## src/rtl/eag_pkg.sv

```systemverilog
package eag_pkg;
    localparam int ADDR_W = 16;
    localparam int DATA_W = 8;
    localparam int MODE_W = 4;

    typedef enum logic [MODE_W-1:0] {
        M_IMPL = 4'd0,  M_ACCU = 4'd1,  M_IMM  = 4'd2,  M_REL  = 4'd3,
        M_ZP   = 4'd4,  M_ZPX  = 4'd5,  M_ZPY  = 4'd6,  M_ABS  = 4'd7,
        M_ABSX = 4'd8,  M_ABSY = 4'd9,  M_IND  = 4'd10, M_INDX = 4'd11,
        M_INDY = 4'd12
    } mode_e;

    typedef struct packed {
        logic [MODE_W-1:0] mode;
        logic [ADDR_W-1:0] opnd;
        logic [DATA_W-1:0] ix;
        logic [DATA_W-1:0] iy;
    } req_t;

    typedef struct packed {
        logic              has_addr;
        logic              needs_ptr;
        logic [ADDR_W-1:0] direct;
        logic [ADDR_W-1:0] ptr_lo;
        logic [ADDR_W-1:0] ptr_hi;
    } plan_t;

    typedef enum logic [1:0] {S_IDLE, S_LO, S_HI} fetch_st_e;

    function automatic logic [ADDR_W-1:0] page0(input logic [DATA_W-1:0] a,
                                               input logic [DATA_W-1:0] b);
        logic [DATA_W-1:0] s;
        s = a + b;
        return {{(ADDR_W-DATA_W){1'b0}}, s};
    endfunction

    function automatic logic is_ptr_mode(input logic [MODE_W-1:0] m);
        return (m == M_IND) || (m == M_INDX) || (m == M_INDY);
    endfunction
endpackage

```

## src/rtl/eag_decode.sv

```systemverilog
module eag_decode
    import eag_pkg::*;
(
    input  req_t  req,
    output plan_t plan
);
    localparam int PW = ADDR_W - DATA_W;
    logic [DATA_W-1:0] lo;
    logic [DATA_W-1:0] hi;

    assign lo = req.opnd[DATA_W-1:0];
    assign hi = req.opnd[ADDR_W-1:DATA_W];

    always_comb begin
        plan = '0;
        case (req.mode)
            M_IMM, M_REL, M_ZP: begin
                plan.has_addr = 1'b1;
                plan.direct   = {{PW{1'b0}}, lo};
            end
            M_ZPX: begin
                plan.has_addr = 1'b1;
                plan.direct   = page0(lo, req.ix);
            end
            M_ZPY: begin
                plan.has_addr = 1'b1;
                plan.direct   = page0(lo, req.iy);
            end
            M_ABS: begin
                plan.has_addr = 1'b1;
                plan.direct   = req.opnd;
            end
            M_ABSX: begin
                plan.has_addr = 1'b1;
                plan.direct   = req.opnd + {{PW{1'b0}}, req.ix};
            end
            M_ABSY: begin
                plan.has_addr = 1'b1;
                plan.direct   = req.opnd + {{PW{1'b0}}, req.iy};
            end
            M_IND: begin
                plan.has_addr  = 1'b1;
                plan.needs_ptr = 1'b1;
                plan.ptr_lo    = req.opnd;
                plan.ptr_hi    = {hi, lo + 8'd1};
            end
            M_INDX: begin
                plan.has_addr  = 1'b1;
                plan.needs_ptr = 1'b1;
                plan.ptr_lo    = page0(lo, req.ix);
                plan.ptr_hi    = page0(lo, req.ix + 8'd1);
            end
            M_INDY: begin
                plan.has_addr  = 1'b1;
                plan.needs_ptr = 1'b1;
                plan.ptr_lo    = {{PW{1'b0}}, lo};
                plan.ptr_hi    = page0(lo, 8'd1);
            end
            default: plan = '0;
        endcase
    end
endmodule

```

## src/rtl/eag_fetch.sv

```systemverilog
module eag_fetch
    import eag_pkg::*;
(
    input  logic              clk,
    input  logic              rst,
    input  logic              go,
    input  logic [ADDR_W-1:0] ptr_lo,
    input  logic [ADDR_W-1:0] ptr_hi,
    output logic              rd_req,
    output logic [ADDR_W-1:0] rd_addr,
    input  logic              rd_valid,
    input  logic [DATA_W-1:0] rd_data,
    output logic              busy,
    output logic              ptr_done,
    output logic [ADDR_W-1:0] ptr_val
);
    fetch_st_e         st_q;
    logic [DATA_W-1:0] lo_q;

    always_ff @(posedge clk) begin
        if (rst) begin
            st_q <= S_IDLE;
            lo_q <= '0;
        end else begin
            case (st_q)
                S_IDLE: if (go) st_q <= S_LO;
                S_LO: if (rd_valid) begin
                    lo_q <= rd_data;
                    st_q <= S_HI;
                end
                S_HI: if (rd_valid) st_q <= S_IDLE;
                default: st_q <= S_IDLE;
            endcase
        end
    end

    always_comb begin
        rd_req  = (st_q != S_IDLE);
        busy    = rd_req;
        case (st_q)
            S_LO:    rd_addr = ptr_lo;
            S_HI:    rd_addr = ptr_hi;
            default: rd_addr = '0;
        endcase
        ptr_done = (st_q == S_HI) && rd_valid;
        ptr_val  = {rd_data, lo_q};
    end

    // an open request keeps its address until served
    assert_req_hold_R9: assert property (@(posedge clk) disable iff (rst)
        (rd_req && !rd_valid) |=> (rd_req && $stable(rd_addr)));
    // the low byte is always requested before the high byte
    assert_lo_first_R9: assert property (@(posedge clk) disable iff (rst)
        $rose(rd_req) |-> (st_q == S_LO));
endmodule

```

## src/rtl/eag_resolve.sv

```systemverilog
module eag_resolve
    import eag_pkg::*;
(
    input  logic [MODE_W-1:0] mode,
    input  logic [ADDR_W-1:0] ptr,
    input  logic [DATA_W-1:0] iy,
    output logic [ADDR_W-1:0] ea
);
    always_comb begin
        if (mode == M_INDY) ea = ptr + {{(ADDR_W-DATA_W){1'b0}}, iy};
        else                ea = ptr;
    end
endmodule

```

## src/rtl/eff_addr_gen.sv

```systemverilog
module eff_addr_gen
    import eag_pkg::*;
(
    input  logic                      clk,
    input  logic                      rst,
    input  logic                      start,
    input  logic [eag_pkg::MODE_W-1:0] mode,
    input  logic [eag_pkg::ADDR_W-1:0] operand,
    input  logic [eag_pkg::DATA_W-1:0] idx_x,
    input  logic [eag_pkg::DATA_W-1:0] idx_y,
    output logic                      busy,
    output logic                      rd_req,
    output logic [eag_pkg::ADDR_W-1:0] rd_addr,
    input  logic                      rd_valid,
    input  logic [eag_pkg::DATA_W-1:0] rd_data,
    output logic                      done,
    output logic [eag_pkg::ADDR_W-1:0] addr,
    output logic                      addr_valid
);
    req_t              req_in, req_q;
    plan_t             plan_in, plan_q;
    logic              start_acc, go, ptr_done;
    logic [ADDR_W-1:0] ptr_val, ptr_ea;
    logic              done_q, valid_q;
    logic [ADDR_W-1:0] addr_q;

    assign req_in    = '{mode: mode, opnd: operand, ix: idx_x, iy: idx_y};
    assign start_acc = start && !busy;
    assign go        = start_acc && is_ptr_mode(mode);

    eag_decode u_dec_in (.req(req_in), .plan(plan_in));
    eag_decode u_dec_q  (.req(req_q),  .plan(plan_q));

    eag_fetch u_fetch (
        .clk(clk), .rst(rst), .go(go),
        .ptr_lo(plan_q.ptr_lo), .ptr_hi(plan_q.ptr_hi),
        .rd_req(rd_req), .rd_addr(rd_addr),
        .rd_valid(rd_valid), .rd_data(rd_data),
        .busy(busy), .ptr_done(ptr_done), .ptr_val(ptr_val)
    );

    eag_resolve u_res (.mode(req_q.mode), .ptr(ptr_val), .iy(req_q.iy), .ea(ptr_ea));

    always_ff @(posedge clk) begin
        if (rst) begin
            req_q   <= '0;
            done_q  <= 1'b0;
            valid_q <= 1'b0;
            addr_q  <= '0;
        end else begin
            done_q <= 1'b0;
            if (start_acc) req_q <= req_in;
            if (ptr_done) begin
                done_q  <= 1'b1;
                valid_q <= 1'b1;
                addr_q  <= ptr_ea;
            end else if (start_acc && !plan_in.needs_ptr) begin
                done_q  <= 1'b1;
                valid_q <= plan_in.has_addr;
                addr_q  <= plan_in.direct;
            end
        end
    end

    assign done       = done_q;
    assign addr       = addr_q;
    assign addr_valid = valid_q;

    // no read is outstanding while a result is reported
    assert_done_no_req_R10: assert property (@(posedge clk) disable iff (rst)
        done |-> !rd_req);
    // a result without an address is all zero
    assert_noaddr_zero_R1: assert property (@(posedge clk) disable iff (rst)
        (done && !addr_valid) |-> (addr == '0));
    // zero-page results never leave page 0
    assert_zp_page0_R4: assert property (@(posedge clk) disable iff (rst)
        (done && (req_q.mode inside {M_ZP, M_ZPX, M_ZPY}))
            |-> (addr[ADDR_W-1:DATA_W] == '0));
    // the high pointer byte of the indirect mode stays in the operand page
    assert_ind_page_R8: assert property (@(posedge clk) disable iff (rst)
        (rd_req && (req_q.mode == M_IND))
            |-> (rd_addr[ADDR_W-1:DATA_W] == req_q.opnd[ADDR_W-1:DATA_W]));
    // a start during a fetch leaves the captured request unchanged
    assert_busy_ignore_R11: assert property (@(posedge clk) disable iff (rst)
        (busy && start) |=> $stable(req_q));
endmodule

```

## config.mk

```make
export PLATFORM = sky130hd
export DESIGN_NAME = eff_addr_gen
export DESIGN_NICKNAME = d
export VERILOG_FILES = /design/src/rtl/eag_pkg.sv /design/src/rtl/eag_decode.sv /design/src/rtl/eag_fetch.sv /design/src/rtl/eag_resolve.sv /design/src/rtl/eff_addr_gen.sv
export SDC_FILE = /design/constraint.sdc
export NUM_CORES = 1
export LEC_CHECK = 0
export ABC_AREA = 1
export BUFFER_PORTS_ARGS = -buffer_cell sky130_fd_sc_hd__buf_2
export CAP_MARGIN = 20
export CORE_ASPECT_RATIO = 0.5
export CORE_MARGIN = 5
export CORE_UTILIZATION = 50
export DETAILED_ROUTE_END_ITERATION = 6
export PLACE_DENSITY = 0.74
export RECOVER_POWER = 25
export SYNTH_ARGS = -nofsm -noshare
export SYNTH_HDL_FRONTEND = slang
export SYNTH_SLANG_ARGS = --single-unit
```

## constraint.sdc

```tcl
create_clock -name clk -period 2.6 [get_ports clk]
set_clock_uncertainty 0.15 [all_clocks]
set_input_delay 0.39 -clock clk [delete_from_list [all_inputs] [get_ports clk]]
set_output_delay 0.39 -clock clk [all_outputs]
set_load 0.005 [all_outputs]
```

# Word-level counts from Yosys, hierarchy flattened
# Cells that the tools add are included.
# totals
mem_count	0
wordCells	69
ff_bits	64
rom_bits	0
latchBits	0
input_bits	48
ram_bits	0
out_inout_bits	36
# op_classes
n_mux	16
shift	0
mul	0
n_eq_ne	19
bitwise	0
reduce_logical	16
add_sub_neg	9
n_div	0
order_cmp	0
# op_table
cell	count
$pmux W16 S6	1
$pmux W32 S3	1
$add A16 B8 Y16	3
$mux W16	3
$add A8 B8 Y8	4
$eq A4 B4 Y1 const B	8
$pmux W16 S2	1
$add A8 B1 Y8 const B	2
$eq A4 B3 Y1 const B	4
$reduce_or A11 Y1	1
$eq A4 B2 Y1 const B	2
$mux W1	6
$mux W2	3
$ne A2 B2 Y1 const B	3
$pmux W2 S3	1
$reduce_or A3 Y1	2
$logic_and A1 B1 Y1	4
$reduce_bool A2 Y1	2
$reduce_and A3 Y1	1
$eq A2 B1 Y1 const B	1
$eq A2 B2 Y1 const B	1
$logic_not A1 Y1	2
$logic_not A2 Y1	1
$logic_or A1 B1 Y1	2
$reduce_and A2 Y1	1

# Longest topological paths before layout
# Gate-level depths: netlist of run 1.
# depth
word_depth	7
depth_mapped	22
ltp_nobuf	22

# Cells and area by module
# Synthesis of run 1 repeated with hierarchy kept, for this count alone.
# unflattened
hier_cells	1512
area_unflattened_um2	8689.6
# modules_own_cells
module	area_per_inst_um2	seq_area_each_um2	cells_per_inst	instances
eag_decode (u_dec_in)	2432.3	0.0	455	1
eag_decode (u_dec_q)	2389.8	0.0	457	1
eff_addr_gen	2210.9	1081.0	309	1
eag_resolve	852.1	0.0	167	1
eag_fetch	804.5	200.2	124	1

# Worst setup path after synthesis of run 1
# OpenSTA, ideal clock, no wires.
# synth_path
path_kind	input port to flip-flop
startpoint	in mode[3] in the netlist's numbering
endpoint	reg addr_q[12] (netlist: addr[12])
arrival_ns	2.448
path_stages	18
path_slack_ns	-0.115
path_buffers	1
setup_time_ns	0.117
path_cell_list	inv_2 > nor2_4 > nand2_4 > inv_2 > nand2_1 > clkbuf_1 > o21ai_0 > ha_1 > inv_1 > fa_1 > o21ai_0 > nand4_1 > nand2_1 > nand2_1 > nand3_1 > nand2_1 > a21oi_1 > nor2_1
# synth_between
elab_chain_len	6
word_cells_on_any_way	20
classes_between	eq/ne: 11; mux: 4; reduce/logical: 5
# synth_lines
item	line	source
from (decl)	eff_addr_gen.sv:7	input logic [eag_pkg::MODE_W-1:0] mode,
parallel branches: the longest is 6 deep, another holds $pmux W16 S6	-	
to (signal assigned)	eff_addr_gen.sv:56	addr_q <= ptr_ea;
to (signal assigned)	eff_addr_gen.sv:60	addr_q <= plan_in.direct;
to (decl)	eff_addr_gen.sv:25	logic [ADDR_W-1:0] addr_q;
# Several ways; the timed one is not identified. The select of a mux whose other input is x is not followed.
# A chain may end at the register's enable or synchronous reset.

# Final worst setup path of run 1
# layout_path
startpoint	reg req_q[16] in the netlist's numbering
endpoint	out rd_addr[4] in the netlist's numbering
# layout_between
elab_chain_len	3
word_cells_on_any_way	5
classes_between	add/sub: 3; mux: 2
# layout_lines
item	line	source
from (decl)	eff_addr_gen.sv:20	req_t req_in, req_q;
from (signal assigned)	eff_addr_gen.sv:52	if (start_acc) req_q <= req_in;
$add A8 B1 Y8 / $add A8 B8 Y8 (equally long branches)	eag_pkg.sv:33, eag_decode.sv:45	
$pmux W32 S3 (*)	eag_decode.sv:16	case (req.mode)
$pmux W16 S2 (*)	eag_fetch.sv:40	case (st_q)
to (decl)	eff_addr_gen.sv:13	output logic [eag_pkg::ADDR_W-1:0] rd_addr,
# Every way passes the cells marked *; elsewhere a longest branch is shown, timed or not.

==> impl_metrics.csv, run 1 <==
group,metric,value,unit
status,status,"finished clean",
sta,fin_tns_setup,0,ns
yosys,synthCells,925,
yosys,syn_area_per_cell,6.07,um^2
sta,hold_viol_final,0,
cells_and_area,final_common_cell,"nand2_1",
global_route,antenna_found_initial,0,
floorplan,die_area,13600,um^2
worst_setup_path,crit_type,"flip-flop to primary output",
sta,finalCritPeriodShare,99.8,%
clock_tree,path_clk_slew,0.06,ns
floorplan,core,11000,um^2
yosys,async_flop_share,0,%
worst_setup_path,startpoint_type,"flip-flop",
worst_setup_path,worst_ep_required_time,2.06,ns
flow_run,drv_cap,0,
global_route,grt_pass1_vias,5812,
worst_setup_path,rrSetupSlack,0.35,ns
clock_tree,clockBufferDepth,2,
cells_and_area,area_growth,27.3,%
route,routed_wl,19.0,mm
global_route,grt_max_degree,62,
pwr,powerDensity,672,nW/um^2
clock_tree,cts_num_sinks,64,
clock_tree,cts-root-buf,"clkbuf_16",
worst_setup_path,cp_max_fo,4,
worst_setup_path,slowest_delay,0.42,ns
yosys,synth-edff-count,0,
floorplan,fp.dieH,84.9,um
sta,period_minus_slack,2.59,ns
global_route,gr-usage-all-layers,26.7,%
cells_and_area,drive_above_1_share,22.5,%
sta,rsz0062_at_grt,"true",
cells_and_area,nets,1147,
sta,fmax,385,MHz
clock_tree,cts_buffers,9,
worst_setup_path,crit_path_top_delay_cell,"fa_2",
floorplan,start_util,51.1,%
floorplan,rows,27,
floorplan,ios,84,
route,post-route-drc-count,0,
yosys,ys_warn_count,0,
yosys,synth_area,5610,um^2
yosys,synth_flop_cell,"dfxtp_1",
placed_design,placed_cells,1180,
yosys,synth-seq-area-share,22.8,%
clock_tree,cts_max_level,3,
worst_hold_path,hold_path.class,"primary input to flip-flop",
route,viasPerCell,5.54,
route,first_pass_iters,5,
cells_and_area,n_antenna_cell,0,
placed_design,dp_slack,-0.304,ns
pwr,ir_drop,0.377,mV
clock_tree,cts_hold_buf,0,
worst_setup_path,worstSetupEndpointType,"primary output",
worst_setup_path,reg2reg_to,"req_q[1]",
worst_setup_path,critPathArrivalTime,2.05,ns
sta,worstMarginPinSlew,1.17,ns
worst_setup_path,worstPathCellList,"ha_4 -> fa_2 -> nand3_2 -> nand2_2 -> or2_4 -> nand3_2 -> o21ai_2 -> nand2_1 -> a21oi_1 -> buf_2",
yosys,synth_seq_cells,64,
cells_and_area,final_cell_mix,"nand2_1, inv_1, o21ai_0, a21oi_1, nand3_1",
sta,setup_ws,0.00536,ns
yosys,synth_nets,1017,
global_route,grt_pass1_wl,29.5,mm
clock_tree,clk_latency,0.34,ns
worst_setup_path,crit-reg2reg-launch,"u_fetch.st_q[0]",
route,ant_nets,0,
placed_design,gp_congestion,0.929,
route,drt_iter0_drc,618,
worst_setup_path,crit_path_frequent_cell,"nand3_2",
sta,final_max_slew_viol_count,0,
cells_and_area,fin_util,65.1,%
floorplan,die_w,160,um
route,wl_per_cell,15.7,um
route,num_vias,6672,
cells_and_area,stdcell_count,1205,
clock_tree,tritoncts,"done",
yosys,synth_cell_types,42,
sta,max_slew_margin,22.3,%
worst_setup_path,startpoint,"req_q[16]",
pwr,power,4800,uW
worst_setup_path,worstRegToRegCells,6,
sta,setup_viol,0,
placed_design,dp_hpwl,14.3,mm
pwr,p_leak,0.00354,uW
global_route,gr-total-overflow,0,
worst_setup_path,crit_path_end,"rd_addr[4]",
placed_design,io_buffers,83,
==> worst min path at each step <==
stage	to	cells past startpoint	slack, ns	from
6_report	u_fetch.st_q[1]	2	0.14	rst
5_1_grt	u_fetch.st_q[1]	2	0.15	rst
4_1_cts	u_fetch.st_q[1]	2	0.14	rst
3_5_place_dp	addr[2]	2	0.31	addr[2]
3_3_place_gp	u_fetch.lo_q[2]	2	0.31	u_fetch.lo_q[2]
2_1_floorplan	u_fetch.lo_q[6]	2	0.29	u_fetch.lo_q[6]
==> stage by stage <==
stage,hold slack (ns),area [um^2]
floorplan,0.291,5630
global placement,0.306,6490
detailed placement,0.309,6490
CTS,0.141,6890
global route,0.149,7150
finish,0.142,7150
==> state kept, by name (all words and copies together), names as in the netlist <==
signal,flops
addr_valid,1
addr,16
done,1
u_fetch.st_q,2
u_fetch.lo_q,8
req_q,36
==> area by class of cell <==
class	instances	area, um^2
clock inverters	6	91.3
well taps	145	181
inverters	123	470
fillers	1039	3830
clock buffers	10	239
repair buffers	146	880
multi-input cells	711	3990
flip-flops and latches	64	1290
==> report_power, final <==
| part | internal [uW] | switching, uW | total, uW | leakage, uW |
|---|---|---|---|---|
| Sequential | 1220 | 191 | 1410 | 0.000532 |
| Combinational | 774 | 1250 | 2030 | 0.00285 |
| Clock | 871 | 495 | 1370 | 0.000163 |
==> logic make-up (layout without fill, tap and decap cells) <==
logic type | Yosys count | count (layout) | share of synthesized area, %
simple gates | 437 | 437 | 34.1
compound gates | 220 | 220 | 20.5
buf+inv | 150 | 285 | 10.5
flops | 64 | 64 | 22.8
fa+ha+maj | 44 | 44 | 10.5
xor+xnor | 10 | 10 | 1.56
==> critical path: cells and delay by family (launching register included) <==
kind,cells,cell delay [ns]
flops,1,0.37
simple gates,5,0.52
buf+inv,1,0.14
compound gates,2,0.11
fa+ha+maj,2,0.59
==> synthesized netlist by cell type (7+ instances only) <==
library cell    n  area (um^2)
a21oi_1        87          435
clkbuf_1       16         60.1
dfxtp_1        64         1280
ha_1           39          488
inv_1         111          417
inv_2          11         41.3
nand2_1       234          878
nand3_1        83          415
nand4_1        10         62.6
nor2_1         76          285
o21ai_0       108          541
or2_2           7         43.8
==> metal layers <==
layer  share of wire [%]  wire (um)  vias up  GRT usage (%)
met4                 2.7        508        0           7.26
li1                    -          -     3303              -
met1                  45       8450     3043           36.8
met5                   0          0        -              0
met3                 8.0       1520       46           4.90
met2                  45       8500      280           43.2
==> what timing repair did <==
action                                  4_1_cts  5_1_grt
resized for setup                            21       58
pin swaps                                     1       22
endpoints found under the setup margin        6       18
setup buffers                                 1        8
Power figures use the tool's default switching activity.
==> inputs of run 2 (changes only) <==
- CORE_UTILIZATION: 50 -> 45
- PLACE_DENSITY: 0.74 -> 0.68
==> run 2 against run 1 <==
  * Fmax grew 1.2%
  * Count of clock-buffer cells in the layout is the same
  * Worst hold slack lost 0.010 ns
  * Utilization shrank 4.8 points
  * Final area grew 1.3%
  * First-iteration DRC count shrank 24%
  * Highest routed layer unchanged
  * Sequential power is essentially flat
==> impl_metrics.csv, run 2 (synthesis gave the netlist of run 1 again) <==
group,metric,value,unit
status,status,"finished clean",
pwr,p_leak,0.00357,uW
worst_setup_path,crit_type,"flip-flop to primary output",
pwr,p_comb_share,41.8,%
sta,finalCritPeriodShare,98.6,%
route,first_pass_iters,7,
clock_tree,tritoncts,"done",
placed_design,io_buffers,83,
global_route,grtUsageMet1,34.9,%
global_route,antenna_found_initial,0,
global_route,grt_pass1_vias,5846,
worst_setup_path,reg2reg_to,"req_q[1]",
flow_run,drv_cap,0,
route,routed_wl,19.4,mm
sta,period_minus_slack,2.56,ns
route,wl_per_cell,15.8,um
worst_hold_path,hold_depth,2,
clock_tree,clk_latency,0.34,ns
placed_design,placed_area,6490,um^2
pwr,seqPwrFrac,28.5,%
placed_design,gp_congestion,0.947,
floorplan,core,12000,um^2
clock_tree,cts_max_level,3,
sta,max_slew_margin,21.3,%
cells_and_area,final_cell_area,7240,um^2
clock_tree,path_clk_slew,0.06,ns
cells_and_area,nets,1149,
floorplan,start_util,46.7,%
worst_setup_path,cp_max_fo,3,
worst_setup_path,crit_path_top_delay_cell,"fa_2",
floorplan,rows,28,
cells_and_area,n_fill_cell,1182,
floorplan,die_w,168,um
route,num_vias,6550,
sta,final_max_slew_viol_count,0,
global_route,grt-busiest-layer,"met2",
global_route,grt_pass1_wl,29.9,mm
floorplan,die_area,14900,um^2
clock_tree,cts_hold_buf,0,
sta,worstMarginPinSlew,1.18,ns
global_route,grt_max_degree,62,
global_route,gr-usage-all-layers,25.1,%
sta,fmax,390,MHz
worst_hold_path,hold_path_startpoint,"rst",
worst_setup_path,worstRegToRegCells,6,
pwr,ir_drop,0.338,mV
clock_tree,cts_buffers,9,
sta,hold_viol_final,0,
route,post-route-drc-count,0,
floorplan,ios,84,
cells_and_area,seq_area,1290,um^2
clock_tree,cts-root-buf,"clkbuf_16",
worst_setup_path,crit-reg2reg-launch,"u_fetch.st_q[0]",
clock_tree,clockBufferDepth,2,
cells_and_area,n_antenna_cell,0,
cells_and_area,top_register,"req_q",
cells_and_area,area_growth,29.0,%
worst_setup_path,worstSetupEndpointType,"primary output",
pwr,p_switching,1980,uW
worst_hold_path,hold_path.class,"primary input to flip-flop",
worst_setup_path,rrSetupSlack,0.22,ns
pwr,switching_share,40.0,%
pwr,p_clk_share,29.8,%
sta,setup_viol,0,
worst_setup_path,slowest_delay,0.41,ns
pwr,internal-power,2980,uW
cells_and_area,drive_above_1_share,24.5,%
global_route,grt_util_met3,4.20,%
worst_setup_path,worst_ep_required_time,2.06,ns
clock_tree,cts_num_sinks,64,
placed_design,dp_hpwl,14.7,mm
route,ant_nets,0,
cells_and_area,final_common_cell,"nand2_1",
cells_and_area,fin_util,60.3,%
global_route,use_met2,41.7,%
worst_hold_path,min_to,"u_fetch.st_q[1]",
worst_setup_path,critPathArrivalTime,2.02,ns
sta,rsz0062_at_grt,"true",
cells_and_area,final_cell_mix,"nand2_1, inv_1, o21ai_0, nand3_1, a21oi_1",
worst_setup_path,startpoint_type,"flip-flop",
global_route,gr-total-overflow,0,
route,drt_iter0_drc,467,
cells_and_area,multi_input_area,4030,um^2
route,viasPerCell,5.34,
cells_and_area,largest_reg_flops,36,
floorplan,fp.dieH,89.0,um
sta,fin_hold_ws,0.131,ns
worst_setup_path,worstPathCellList,"inv_2 -> ha_4 -> fa_2 -> xor2_1 -> o22ai_1 -> nand2_1 -> a21oi_2 -> buf_2",
pwr,powerDensity,685,nW/um^2
run 2: critical path: cells and delay by family (launching register included):
family                   cells  cell delay (ns)
adder cells (fa/ha/maj)      2             0.58
AND/OR/NAND/NOR              1             0.08
flip-flops                   1             0.36
buffers and inverters        2             0.19
XOR/XNOR                     1             0.18
AO/OA/AOI/OAI                2             0.29
run 2: layout make-up:
class | count | share of cell area (%)
well taps | 165 | 2.85
clock inverters | 6 | 1.59
flip-flops and latches | 64 | 17.9
clock buffers | 10 | 3.30
repair buffers | 148 | 12.2
inverters | 123 | 6.46
multi-input cells | 711 | 55.7
run 2: worst max path at each step:
stage	startpoint	to
floorplan	mode[3]	addr[8]
global placement	mode[2]	addr[6]
detailed placement	mode[2]	addr[6]
CTS	req_q[16]	rd_addr[2]
global route	req_q[8]	rd_addr[4]
finish	req_q[8]	rd_addr[2]
run 2: routing by layer:
layer | up-vias | routed length, um
met5 | - | 0
met4 | 0 | 216
met3 | 25 | 1180
met2 | 225 | 8780
met1 | 3008 | 9260
li1 | 3292 | -
run 2: power groups by stage:
stage	sequential [uW]	clock (uW)	combinational (uW)
after global placement	1390	0	1770
after global routing	1430	1540	2310
after detailed placement	1390	0	1800
after CTS	1390	1490	1870
final	1410	1480	2070
after floorplan	1350	0	1210
run 2: what timing repair did:
| action | in CTS | in global routing |
|---|---|---|
| buffers inserted | 2 | 12 |
| setup endpoints to repair | 7 | 16 |
| gates resized for setup | 23 | 75 |
| cloned | 0 | 0 |
| pin swaps | 2 | 22 |
run 2: metrics by stage:
step	total power [uW]	setup TNS (ns)	cells	worst slack [ns]
floorplan	2560	0	925	0.00173
global placement	3160	-1.62	1197	-0.289
detailed placement	3190	-1.95	1197	-0.290
CTS	4750	-0.0267	1215	-0.0241
global route	5280	-0.307	1227	-0.0730
finish	4960	0	1227	0.0357
